<file path="config.mk">
export PLATFORM = sky130hd
export DESIGN_NAME = vclk_div_bank
export DESIGN_NICKNAME = d
export VERILOG_FILES = /design/src/rtl/vdb_pkg.sv /design/src/rtl/vdb_regs.sv /design/src/rtl/vdb_active.sv /design/src/rtl/vdb_tick.sv /design/src/rtl/vclk_div_bank.sv
export SDC_FILE = /design/constraint.sdc
export NUM_CORES = 1
export LEC_CHECK = 0
export BUFFER_PORTS_ARGS = -buffer_cell sky130_fd_sc_hd__buf_2
export CORE_MARGIN = 4
export CORE_UTILIZATION = 51
export CTS_CLUSTER_SIZE = 20
export DETAILED_ROUTE_END_ITERATION = 10
export GPL_ROUTABILITY_DRIVEN = 0
export PLACE_DENSITY = 0.72
export SYNTH_ARGS = -nofsm -noshare
export SYNTH_HDL_FRONTEND = slang
export SYNTH_SLANG_ARGS = --single-unit
</file>
<file path="constraint.sdc">
create_clock -name clk -period 3.1 [get_ports clk]
set_input_delay 0.465 -clock clk [delete_from_list [all_inputs] [get_ports clk]]
set_output_delay 0.465 -clock clk [all_outputs]
set_load 0.02 [all_outputs]
</file>
<file path="src/rtl/vdb_pkg.sv">
package vdb_pkg;
   localparam int unsigned VDB_BRANCHES = 14;

   // Branch index order; equals the div_en bit order
   typedef enum int unsigned {
      BR_VGA_M = 0, BR_VGA_A, BR_PIC_M, BR_PIC_A,
      BR_TVE_M, BR_TVE_A, BR_PNX_M, BR_PNX_A,
      BR_HDM_M, BR_HDM_A, BR_INF_M, BR_INF_A,
      BR_LAY_M, BR_LAY_A
   } vdb_branch_e;

   // Field low bit inside its register word
   function automatic int unsigned vdb_lsb(int unsigned idx);
      case (idx)
         BR_VGA_M: return 26;
         BR_VGA_A: return 29;
         BR_PIC_M: return 23;
         BR_PIC_A: return 20;
         BR_TVE_M: return 13;
         BR_TVE_A: return 28;
         BR_PNX_M: return 22;
         BR_PNX_A: return 25;
         BR_HDM_M: return 16;
         BR_HDM_A: return 19;
         BR_INF_M: return 6;
         BR_INF_A: return 9;
         BR_LAY_M: return 0;
         default:  return 3;
      endcase
   endfunction

   // 1 when the field lives in the divider word, 0 for the selection word
   function automatic bit vdb_in_div(int unsigned idx);
      return idx >= BR_TVE_M;
   endfunction
endpackage

</file>
<file path="src/rtl/vdb_regs.sv">
module vdb_regs
   import vdb_pkg::*;
#(
   parameter int unsigned ADDR_W   = 8,
   parameter int unsigned DATA_W   = 32,
   parameter int unsigned CODE_W   = 3,
   parameter int unsigned N_BR     = 14,
   parameter int unsigned SEL_LSB  = 4,
   parameter int unsigned SEL_W    = 5,
   parameter int unsigned FLAG_BIT = 31,
   parameter logic [ADDR_W-1:0] OFS_SEL = 8'h18,
   parameter logic [ADDR_W-1:0] OFS_DIV = 8'h1c
) (
   input  logic                     clk,
   input  logic                     rst_n,
   input  logic                     wr_en,
   input  logic [ADDR_W-1:0]        addr,
   input  logic [DATA_W-1:0]        wdata,
   output logic [DATA_W-1:0]        rdata,
   output logic [SEL_W-1:0]         clk_sel,
   output logic [N_BR*CODE_W-1:0]   shadow_nxt,
   output logic                     commit,
   output logic                     upd_flag
);
   localparam int unsigned FLD_BITS = N_BR * CODE_W;

   if (CODE_W != 3) begin : g_bad_code
      $error("vdb_regs: field layout needs CODE_W == 3");
   end
   if (N_BR != VDB_BRANCHES) begin : g_bad_nbr
      $error("vdb_regs: N_BR must match the branch table");
   end
   if (DATA_W != 32 || FLAG_BIT >= DATA_W) begin : g_bad_data
      $error("vdb_regs: register words must be 32 bits wide");
   end
   if (SEL_LSB + SEL_W > 20) begin : g_bad_sel
      $error("vdb_regs: select bits overlap divider fields");
   end

   logic [FLD_BITS-1:0] shadow_q;
   logic [SEL_W-1:0]    sel_q;
   logic                flag_q;
   logic                hit_sel;
   logic                hit_div;
   logic [DATA_W-1:0]   word_sel;
   logic [DATA_W-1:0]   word_div;

   assign hit_sel = wr_en && (addr == OFS_SEL);
   assign hit_div = wr_en && (addr == OFS_DIV);

   for (genvar g = 0; g < N_BR; g++) begin : g_field
      localparam int unsigned LSB = vdb_lsb(g);
      if (vdb_in_div(g)) begin : g_div
         assign shadow_nxt[g*CODE_W +: CODE_W] =
            hit_div ? wdata[LSB +: CODE_W] : shadow_q[g*CODE_W +: CODE_W];
      end else begin : g_sel
         assign shadow_nxt[g*CODE_W +: CODE_W] =
            hit_sel ? wdata[LSB +: CODE_W] : shadow_q[g*CODE_W +: CODE_W];
      end
   end

   always_ff @(posedge clk) begin
      if (!rst_n) begin
         shadow_q <= '0;
         sel_q    <= '0;
         flag_q   <= 1'b0;
      end else begin
         shadow_q <= shadow_nxt;
         if (hit_sel) sel_q  <= wdata[SEL_LSB +: SEL_W];
         if (hit_div) flag_q <= wdata[FLAG_BIT];
      end
   end

   assign commit   = hit_div && wdata[FLAG_BIT] && !flag_q;
   assign upd_flag = flag_q;
   assign clk_sel  = sel_q;

   always_comb begin
      word_sel = '0;
      word_div = '0;
      for (int i = 0; i < int'(N_BR); i++) begin
         if (vdb_in_div(i))
            word_div[vdb_lsb(i) +: CODE_W] = shadow_q[i*CODE_W +: CODE_W];
         else
            word_sel[vdb_lsb(i) +: CODE_W] = shadow_q[i*CODE_W +: CODE_W];
      end
      word_sel[SEL_LSB +: SEL_W] = sel_q;
      word_div[FLAG_BIT]         = flag_q;
   end

   always_comb begin
      if (addr == OFS_SEL)      rdata = word_sel;
      else if (addr == OFS_DIV) rdata = word_div;
      else                      rdata = '0;
   end
endmodule

</file>
<file path="src/rtl/vdb_active.sv">
module vdb_active #(
   parameter int unsigned N_BR   = 14,
   parameter int unsigned CODE_W = 3
) (
   input  logic                   clk,
   input  logic                   rst_n,
   input  logic                   commit,
   input  logic [N_BR*CODE_W-1:0] shadow_nxt,
   output logic [N_BR*CODE_W-1:0] act
);
   for (genvar g = 0; g < N_BR; g++) begin : g_act
      always_ff @(posedge clk) begin
         if (!rst_n)
            act[g*CODE_W +: CODE_W] <= '0;
         else if (commit)
            act[g*CODE_W +: CODE_W] <= shadow_nxt[g*CODE_W +: CODE_W];
      end
   end
endmodule

</file>
<file path="src/rtl/vdb_tick.sv">
module vdb_tick #(
   parameter int unsigned CODE_W    = 3,
   parameter bit          NORMALIZE = 1'b1
) (
   input  logic              clk,
   input  logic              rst_n,
   input  logic              restart,
   input  logic [CODE_W-1:0] code,
   output logic              tick
);
   if (CODE_W < 1) begin : g_bad_w
      $error("vdb_tick: CODE_W must be at least 1");
   end

   logic [CODE_W-1:0] cnt_q;
   logic [CODE_W-1:0] mask;

   if (NORMALIZE) begin : g_norm
      // fill every bit below the top set bit so odd codes act as masks
      always_comb begin
         mask[CODE_W-1] = code[CODE_W-1];
         for (int b = int'(CODE_W) - 2; b >= 0; b--)
            mask[b] = mask[b+1] | code[b];
      end
   end else begin : g_raw
      assign mask = code;
   end

   always_ff @(posedge clk) begin
      if (!rst_n)       cnt_q <= '0;
      else if (restart) cnt_q <= '0;
      else              cnt_q <= cnt_q + CODE_W'(1);
   end

   assign tick = ~|(cnt_q & mask);
endmodule

</file>
<file path="src/rtl/vclk_div_bank.sv">
module vclk_div_bank
   import vdb_pkg::*;
#(
   parameter int unsigned ADDR_W    = 8,
   parameter int unsigned DATA_W    = 32,
   parameter int unsigned CODE_W    = 3,
   parameter int unsigned N_BR      = VDB_BRANCHES,
   parameter int unsigned SEL_LSB   = 4,
   parameter int unsigned SEL_W     = 5,
   parameter int unsigned FLAG_BIT  = 31,
   parameter bit          NORMALIZE = 1'b1,
   parameter logic [ADDR_W-1:0] OFS_SEL = 8'h18,
   parameter logic [ADDR_W-1:0] OFS_DIV = 8'h1c
) (
   input  logic              clk,
   input  logic              rst_n,
   input  logic              bus_wr,
   input  logic [ADDR_W-1:0] bus_addr,
   input  logic [DATA_W-1:0] bus_wdata,
   output logic [DATA_W-1:0] bus_rdata,
   output logic [SEL_W-1:0]  clk_sel,
   output logic [N_BR-1:0]   div_en
);
   localparam int unsigned FLD_BITS = N_BR * CODE_W;

   if (OFS_SEL == OFS_DIV) begin : g_bad_ofs
      $error("vclk_div_bank: register offsets must differ");
   end

   logic [FLD_BITS-1:0] shadow_nxt;
   logic [FLD_BITS-1:0] act_flat;
   logic                commit;
   logic                upd_flag;

   vdb_regs #(
      .ADDR_W(ADDR_W), .DATA_W(DATA_W), .CODE_W(CODE_W), .N_BR(N_BR),
      .SEL_LSB(SEL_LSB), .SEL_W(SEL_W), .FLAG_BIT(FLAG_BIT),
      .OFS_SEL(OFS_SEL), .OFS_DIV(OFS_DIV)
   ) u_regs (
      .clk(clk), .rst_n(rst_n), .wr_en(bus_wr), .addr(bus_addr),
      .wdata(bus_wdata), .rdata(bus_rdata), .clk_sel(clk_sel),
      .shadow_nxt(shadow_nxt), .commit(commit), .upd_flag(upd_flag)
   );

   vdb_active #(.N_BR(N_BR), .CODE_W(CODE_W)) u_active (
      .clk(clk), .rst_n(rst_n), .commit(commit),
      .shadow_nxt(shadow_nxt), .act(act_flat)
   );

   for (genvar g = 0; g < N_BR; g++) begin : g_tick
      vdb_tick #(.CODE_W(CODE_W), .NORMALIZE(NORMALIZE)) u_tick (
         .clk(clk), .rst_n(rst_n), .restart(commit),
         .code(act_flat[g*CODE_W +: CODE_W]), .tick(div_en[g])
      );
   end
endmodule

</file>
==> metrics.yaml, run 1 <==
power_frac_seq_pct: 46.6
fin_setup_tns_ns: 0
yosysWarnings: 0
cts_resized: 0
finClkSkew_ns: 0.008008
rows: 37
drc_errors: 0
fp.dieArea_um2: 12520
wl_per_cell_um: 15.55
drive_gt1_share_pct: 21.52
maxCapViolCount: 0
antenna_found_initial: 0
synth_area_per_cell_um2: 9.705
antenna_cells: 0
clock.fmax_ghz: 0.4277
fin_nets: 690
drv_slew: 0
cts_buffers: 17
holdWs_ns: 0.2345
cts.sinks: 132
vdd_drop_max_v: 0.0003202
synth_commonest_cells: "dfxtp_1 (132), nand2_1 (121), mux2i_1 (90)"
endpoint_kind: "output port"
powerDensity_nw_per_um2: 591.5
stdcell_count: 782
fin_crit_ns: 2.338
ioPinCount: 94
power_switching_uw: 880.4
p_clk_share_pct: 48.8
critical_path.max_fanout: 20
synth_top_area_cell: "dfxtp_1"
grtUsageTotal_pct: 20.01
rsz0062_at_grt: "no"
area_growth_pct: 17.71
ys.flop_type: "dfxtp_1"
tightest_slew_ns: 0.5266
fin_util_pct: 62.19
htree_levels: 4
syn_inst: 567
synth.area.top_cells: "dfxtp_1 (48%), mux2i_1 (16%), nand2_1 (8.3%)"
final.period_utilization_pct: 75.42
worst_ep_arrival_time_ns: 1.87
chipWidth_um: 111.9
post-dp-hpwl_um: 8303
syn-num-nets: 624
initial_core_util_pct: 52.83
holdBufCountCts: 0
vias: 4178
dr.first_iter.drc_count: 226
hold_class: "in -> reg"
clk_latency_ns: 0.52
place_inst: 750
grt_first_pass_wirelength_um: 20360
port_buffers: 91
cts_tree: "done"
clock_path_buffers: 2
synth_area_um2: 5503
grt_pass1_vias: 4178
critPathLaunchType: "input pin"
setup_violations: 0
crit_required_ns: 2.63
routed_via_density: 5.343
status: "finished, final reports clean"
async_flop_share_pct: 0
drt_first_pass_iters: 4
drt-total-wl_um: 12160
post_cts_buffers: 0
drtAntennaViolNets: 0
crit_type: "in -> out"
netlist.area_leader.share_pct: 48.02
ys_types: 25
power.total_uw: 3831
cts.clk_slew.worst_paths_ns: 0.06
p_leak_uw: 0.003234
synth_edf_count: 0
combPwrFrac_pct: 4.6
core_um2: 10420
synth_most_common_cell: "dfxtp_1"
die_h_um: 111.9
synth_seq_area_share_pct: 48.02
ys_ff_latch: 132
grt_max_degree: 88
hold_viol: 0
slew_headroom_pct: 64.84
p_int_uw: 2951
swShare_pct: 22.98
root_buffer: "clkbuf_8"
grt_overflow: 0
[layout by cell type, fill, tap and decap left out, drive strengths merged]
cell,instances
nand2,121
clkbuf,21
nor4b,1
a22o,17
nor3,28
and3b,1
nor2b,1
and2,1
a21oi,14
nor4bb,1
inv,3
xnor2,14
nand3,2
ha,14
nor2,29
conb,1
bufinv,1
mux2i,90
clkinv,7
buf,101
o32ai,14
dfxtp,132
nand4,1
and3,30
clkinvlp,1
[stage by stage]
stage          area, µm²  worst slack [ns]
2_1_floorplan       5503             1.101
3_3_place_gp        5917            0.8033
3_5_place_dp        5917            0.7602
4_1_cts             6477            0.7570
5_1_grt             6477            0.6487
6_report            6477            0.7620
[final cells by class]
| type | instances | area (µm²) |
|---|---|---|
| inverters | 1 | 3.754 |
| well taps | 136 | 170.2 |
| clock buffers | 21 | 459.2 |
| repair buffers | 101 | 570.5 |
| clock inverters | 11 | 101.3 |
| fillers | 857 | 3939 |
| flip-flops and latches | 132 | 2643 |
| multi-input cells | 380 | 2530 |
[kinds of logic after synthesis]
logic type               Yosys count  share of synthesized area (%)
buffers and inverters             55                          6.139
XOR/XNOR                          14                          2.228
AND/OR/NAND/NOR                  216                          17.78
flip-flops                       132                          48.02
AO/OA/AOI/OAI                     45                          6.207
adder cells (fa/ha/maj)           14                          3.183
other                              1                        0.06815
multiplexers                      90                          16.37
[critical path, cell delays in order]
cell	delay [ns]
buf_2	0.11
nor4b_4	0.25
buf_4	0.26
and3_1	0.18
buf_4	0.23
a22o_1	0.20
buf_2	0.17
[state kept, by name, indices dropped and copies added (netlist names)]
name,flops
u_regs.clk_sel,5
u_active.act,42
u_regs.upd_flag,1
g_tick.u_tick.cnt_q,42
u_regs.shadow_q,42
[power by group through the flow]
stage | logic [µW] | clock network, µW | registers [µW]
after floorplan | 119 | 0 | 1810
after global placement | 166 | 0 | 1820
after detailed placement | 175 | 0 | 1820
after CTS | 176 | 1900 | 1790
after global routing | 200 | 1980 | 1790
final | 175 | 1870 | 1790
[worst paths after layout]
path / cells past startpoint / slack, ns / start / end
setup / recovery: 7 / 0.76 / bus_addr[5] / bus_rdata[31]
hold / removal: 3 / 0.23 / bus_wdata[3] / u_active.act[39]
setup reg to reg: 4 / 1.77 / u_regs.upd_flag / u_active.act[38]
hold reg to reg: 2 / 0.45 / u_regs.shadow_q[14] / u_regs.shadow_q[14]
[routing by layer]
metal	global-route usage [%]	vias up	part of all wire [%]
li1	-	2075	-
met1	27.13	1984	46
met2	31.45	108	47
met3	5.054	11	5.9
met4	6.164	0	1.1
met5	0	-	0
(Power assumes the default switching activity.)
==> inputs of run 2 (changes only) <==
Settings changed: CORE_UTILIZATION 51 to 50, PLACE_DENSITY 0.72 to 0.73.
Clock period 3.1 ns to 2.1 ns, I/O delays scaled along.
==> metrics.yaml, run 2 (synthesis results as in run 1) <==
status: "finished, final reports clean"
grt_max_degree: 64
maxCapViolCount: 0
crit_required_ns: 1.78
layout_commonest_cell: "dfxtp_1"
hold_viol: 0
cts.clk_slew.worst_paths_ns: 0.06
cts_resized: 0
cts_tree: "done"
endpoint_kind: "output port"
critical_path.max_fanout: 5
layout_common_cells: "dfxtp_1 (132), nand2_1 (121), mux2i_1 (90), buf_2 (90)"
vias: 4263
drtAntennaViolNets: 0
worst_ep_arrival_time_ns: 1.61
die_h_um: 112.9
drc_errors: 0
post-dp-hpwl_um: 8711
grt_first_pass_wirelength_um: 21670
drt_first_pass_iters: 5
r2r_slack_ns: 0.60
tightest_slew_ns: 0.5563
antenna_found_initial: 0
antenna_cells: 0
port_buffers: 91
slew_headroom_pct: 62.91
wl_per_cell_um: 16.52
holdBufCountCts: 0
dr.first_iter.drc_count: 188
drive_gt1_share_pct: 22.03
clk_latency_ns: 0.51
fin_nets: 694
grt_overflow: 0
final.period_utilization_pct: 91.49
root_buffer: "clkbuf_8"
grt_pass1_vias: 4350
powerDensity_nw_per_um2: 933.3
routed_via_density: 5.403
setup_violations: 0
grtUsageTotal_pct: 21.38
htree_levels: 4
finClkSkew_ns: 0.008486
rows: 38
fp.dieArea_um2: 12750
clock.fmax_ghz: 0.5205
initial_core_util_pct: 50.99
cts_buffers: 17
critPathLaunchType: "register"
area_growth_pct: 20.58
reg.largest.list: "g_tick.u_tick.cnt_q x42, u_active.act x42, u_regs.shadow_q x42"
core_um2: 10790
vdd_drop_max_v: 0.0004720
rsz0062_at_grt: "no"
clock_path_buffers: 2
place_area_um2: 5977
drt-total-wl_um: 13040
fin_setup_tns_ns: 0
crit_type: "reg -> out"
post_cts_buffers: 0
ioPinCount: 94
hold_class: "in -> reg"
final_area_um2: 6635
cts.sinks: 132
fin_crit_ns: 1.921
p_leak_uw: 0.003292
chipWidth_um: 112.9
drv_slew: 0
run 2: stage by stage:
stage / worst slack [ns] / total power, µW / utilization, % / cells / hold slack [ns]
CTS: 0.1588 / 6231 / 61.48 / 789 / 0.06968
global placement: 0.2209 / 2935 / 55.38 / 758 / 0.4419
detailed placement: 0.1936 / 2957 / 55.38 / 758 / 0.4485
floorplan: 0.4010 / 2851 / - / 567 / 0.4337
global route: 0.1021 / 6420 / 61.48 / 789 / 0.07528
finish: 0.1788 / 6193 / 61.48 / 789 / 0.08944
run 2: final timing paths:
path | startpoint | endpoint | cells after the start
worst max-delay path | g_tick[0].u_tick.cnt_q[0] | div_en[0] | 2
worst min-delay path | bus_wdata[10] | u_active.act[34] | 3
worst max register to register | u_regs.upd_flag | u_active.act[31] | 4
worst min register to register | u_regs.shadow_q[14] | u_regs.shadow_q[14] | 2
run 2: layout make-up:
type | instances | area [µm²]
well taps | 140 | 175.2
flip-flops and latches | 132 | 2643
multi-input cells | 380 | 2530
inverters | 1 | 3.754
clock inverters | 13 | 230.2
fillers | 886 | 4158
clock buffers | 18 | 427.9
repair buffers | 105 | 625.6
run 2: worst max-delay path, cell delays in order (launching register included):
cell     delay, ns
dfxtp_1       0.36
o32ai_1       0.48
buf_2         0.26
run 2: layer usage:
layer,GRT usage (%),vias up,share of wire (%)
li1,-,2092,-
met1,26.96,2036,44
met2,35.78,123,50
met3,5.241,12,5.0
met4,7.452,0,1.5
met5,0,-,0
run 2: power by group:
group | switching [µW] | internal, µW | total [µW]
clock network | 1090 | 2190 | 3280
logic | 151 | 121 | 272
registers | 63.9 | 2570 | 2640
==> inputs of run 3 (changes only) <==
Settings changed: CORE_UTILIZATION 50 to 51, PLACE_DENSITY 0.73 to 0.72, REMOVE_ABC_BUFFERS from default to 1.
Clock period 2.1 ns to 1.9 ns, I/O delays scaled along.
==> metrics.yaml, run 3 (synthesis results as in run 1) <==
drt_first_pass_iters: 5
port_buffers: 91
endpoint_kind: "output port"
pre_cts_ws_ns: 0.08542
critPathLaunchType: "input pin"
vias: 4181
holdBufCountCts: 0
grt_overflow: 0
slowest_delay_ns: 0.33
antenna_cells: 0
slew_headroom_pct: 63.12
crit_type: "in -> out"
grt.busiest_layer: "met2"
final.period_utilization_pct: 95.19
post_cts_buffers: 0
met2_usage_pct: 35.57
core_um2: 10420
cts_buffers: 17
layout_commonest_cell: "dfxtp_1"
layout_common_cells: "dfxtp_1 (132), nand2_1 (121), mux2i_1 (90), buf_2 (90)"
routed_via_density: 5.313
grt_first_pass_wirelength_um: 20340
fin_setup_tns_ns: 0
crit_required_ns: 1.62
antenna_found_initial: 0
cpMostUsedCell: "buf_2"
maxCapViolCount: 0
grt.met3_usage_pct: 6.141
hold_class: "in -> reg"
critPathBufInv: 3
crit-reg2reg-launch: "u_regs.upd_flag"
root_buffer: "clkbuf_8"
rsz0062_at_grt: "no"
dr.first_iter.drc_count: 169
fin_nets: 695
chipWidth_um: 111.9
hold_end: "u_active.act[33]"
drtAntennaViolNets: 0
place_inst: 755
holdPathStages: 3
crit_chain: "buf_2 > nor4b_4 > and3_1 > buf_12 > a22o_1 > buf_2"
r2r_slack_ns: 0.61
hold_viol: 0
clk_latency_ns: 0.51
rows: 37
fin_crit_ns: 1.809
setup_ws_ns: 0.09136
drt-total-wl_um: 12000
htree_levels: 4
cts.clk_slew.worst_paths_ns: 0.06
powerDensity_nw_per_um2: 1036
ioPinCount: 94
clock.fmax_ghz: 0.5529
area_growth_pct: 21.56
drv_slew: 0
clock_path_buffers: 2
cts.sinks: 132
cts_tree: "done"
p_leak_uw: 0.003328
die_h_um: 111.9
worst_r2r_endpoint: "u_active.act[8]"
status: "finished, final reports clean"
wl_per_cell_um: 15.25
cp_slowest_cell: "nor4b_4"
critPathTopFamily: "simple AND/OR/NAND/NOR gates"
grt_use_met1_pct: 23.01
rr_worst_depth: 4
finClkSkew_ns: 0.008741
critical_path.max_fanout: 17
cts_resized: 0
fp.dieArea_um2: 12520
power.total_uw: 6932
setup_violations: 0
initial_core_util_pct: 52.83
drc_errors: 0
vdd_drop_max_v: 0.0005830
worst_ep_arrival_time_ns: 1.52
nFillCells: 871
post-dp-hpwl_um: 7807
drive_gt1_share_pct: 22.12
grtUsageTotal_pct: 20.01
grt_max_degree: 61
stdcell_count: 787
tightest_slew_ns: 0.5524
grt_pass1_vias: 4311
reg.largest.list: "g_tick.u_tick.cnt_q x42, u_active.act x42, u_regs.shadow_q x42"
worstHoldStart: "bus_wdata[9]"
-- run 3: changes by cell type in the layout (fill, tap and decap cells not counted), sizes merged --
cell      previous run  this run
buf                105       106
clkbuf              18        25
clkinv               3         1
clkinvlp             3         0
inv                  2         1
-- run 3: report_power, final --
part | internal, µW | leakage [µW] | switching [µW]
sequential | 2850 | 0.00107 | 69.1
combinational | 130 | 0.00192 | 154
clock | 2610 | 0.000339 | 1120
-- run 3: cell type report --
cell class / count / area [µm²] / area share (%)
Clock buffer: 25 / 504.2 / 7.538
Clock inverter: 7 / 188.9 / 2.825
Inverter: 1 / 3.754 / 0.05612
Multi-Input combinational cell: 380 / 2534 / 37.88
Sequential cell: 132 / 2643 / 39.51
Tap cell: 136 / 170.2 / 2.544
Timing Repair Buffer: 106 / 645.6 / 9.652
-- run 3: how the worst max path moves through the flow --
stage,start,cells after the start,to,slack (ns)
2_1_floorplan,bus_addr[2],3,g_tick[0].u_tick.cnt_q[1],-1.23
3_3_place_gp,bus_addr[5],6,bus_rdata[20],0.10
3_5_place_dp,bus_addr[5],6,bus_rdata[22],0.09
4_1_cts,g_tick[12].u_tick.cnt_q[0],4,div_en[12],0.08
5_1_grt,g_tick[3].u_tick.cnt_q[0],4,div_en[3],0.01
6_report,bus_addr[5],6,bus_rdata[21],0.09
-- run 3: layer usage --
layer,wire (µm),vias up,share of wire [%]
met3,553,8,4.6
met4,101,0,0.84
met5,0,-,0
li1,-,2081,-
met2,6281,84,52
met1,5067,2008,42
-- run 3: through the flow --
stage / hold slack [ns] / cell area (µm²) / util (%)
after global placement: 0.4420 / 5992 / 57.53
after detailed placement: 0.4507 / 5992 / 57.53
after global routing: 0.02985 / 6689 / 64.22
final: 0.05528 / 6689 / 64.22
after CTS: 0.03356 / 6685 / 64.18
after floorplan: 0.4306 / 5169 / -
-- run 3: worst min-delay path: stages --
cell	delay [ns]
buf_2	0.10
nand2_1	0.07
mux2i_1	0.06
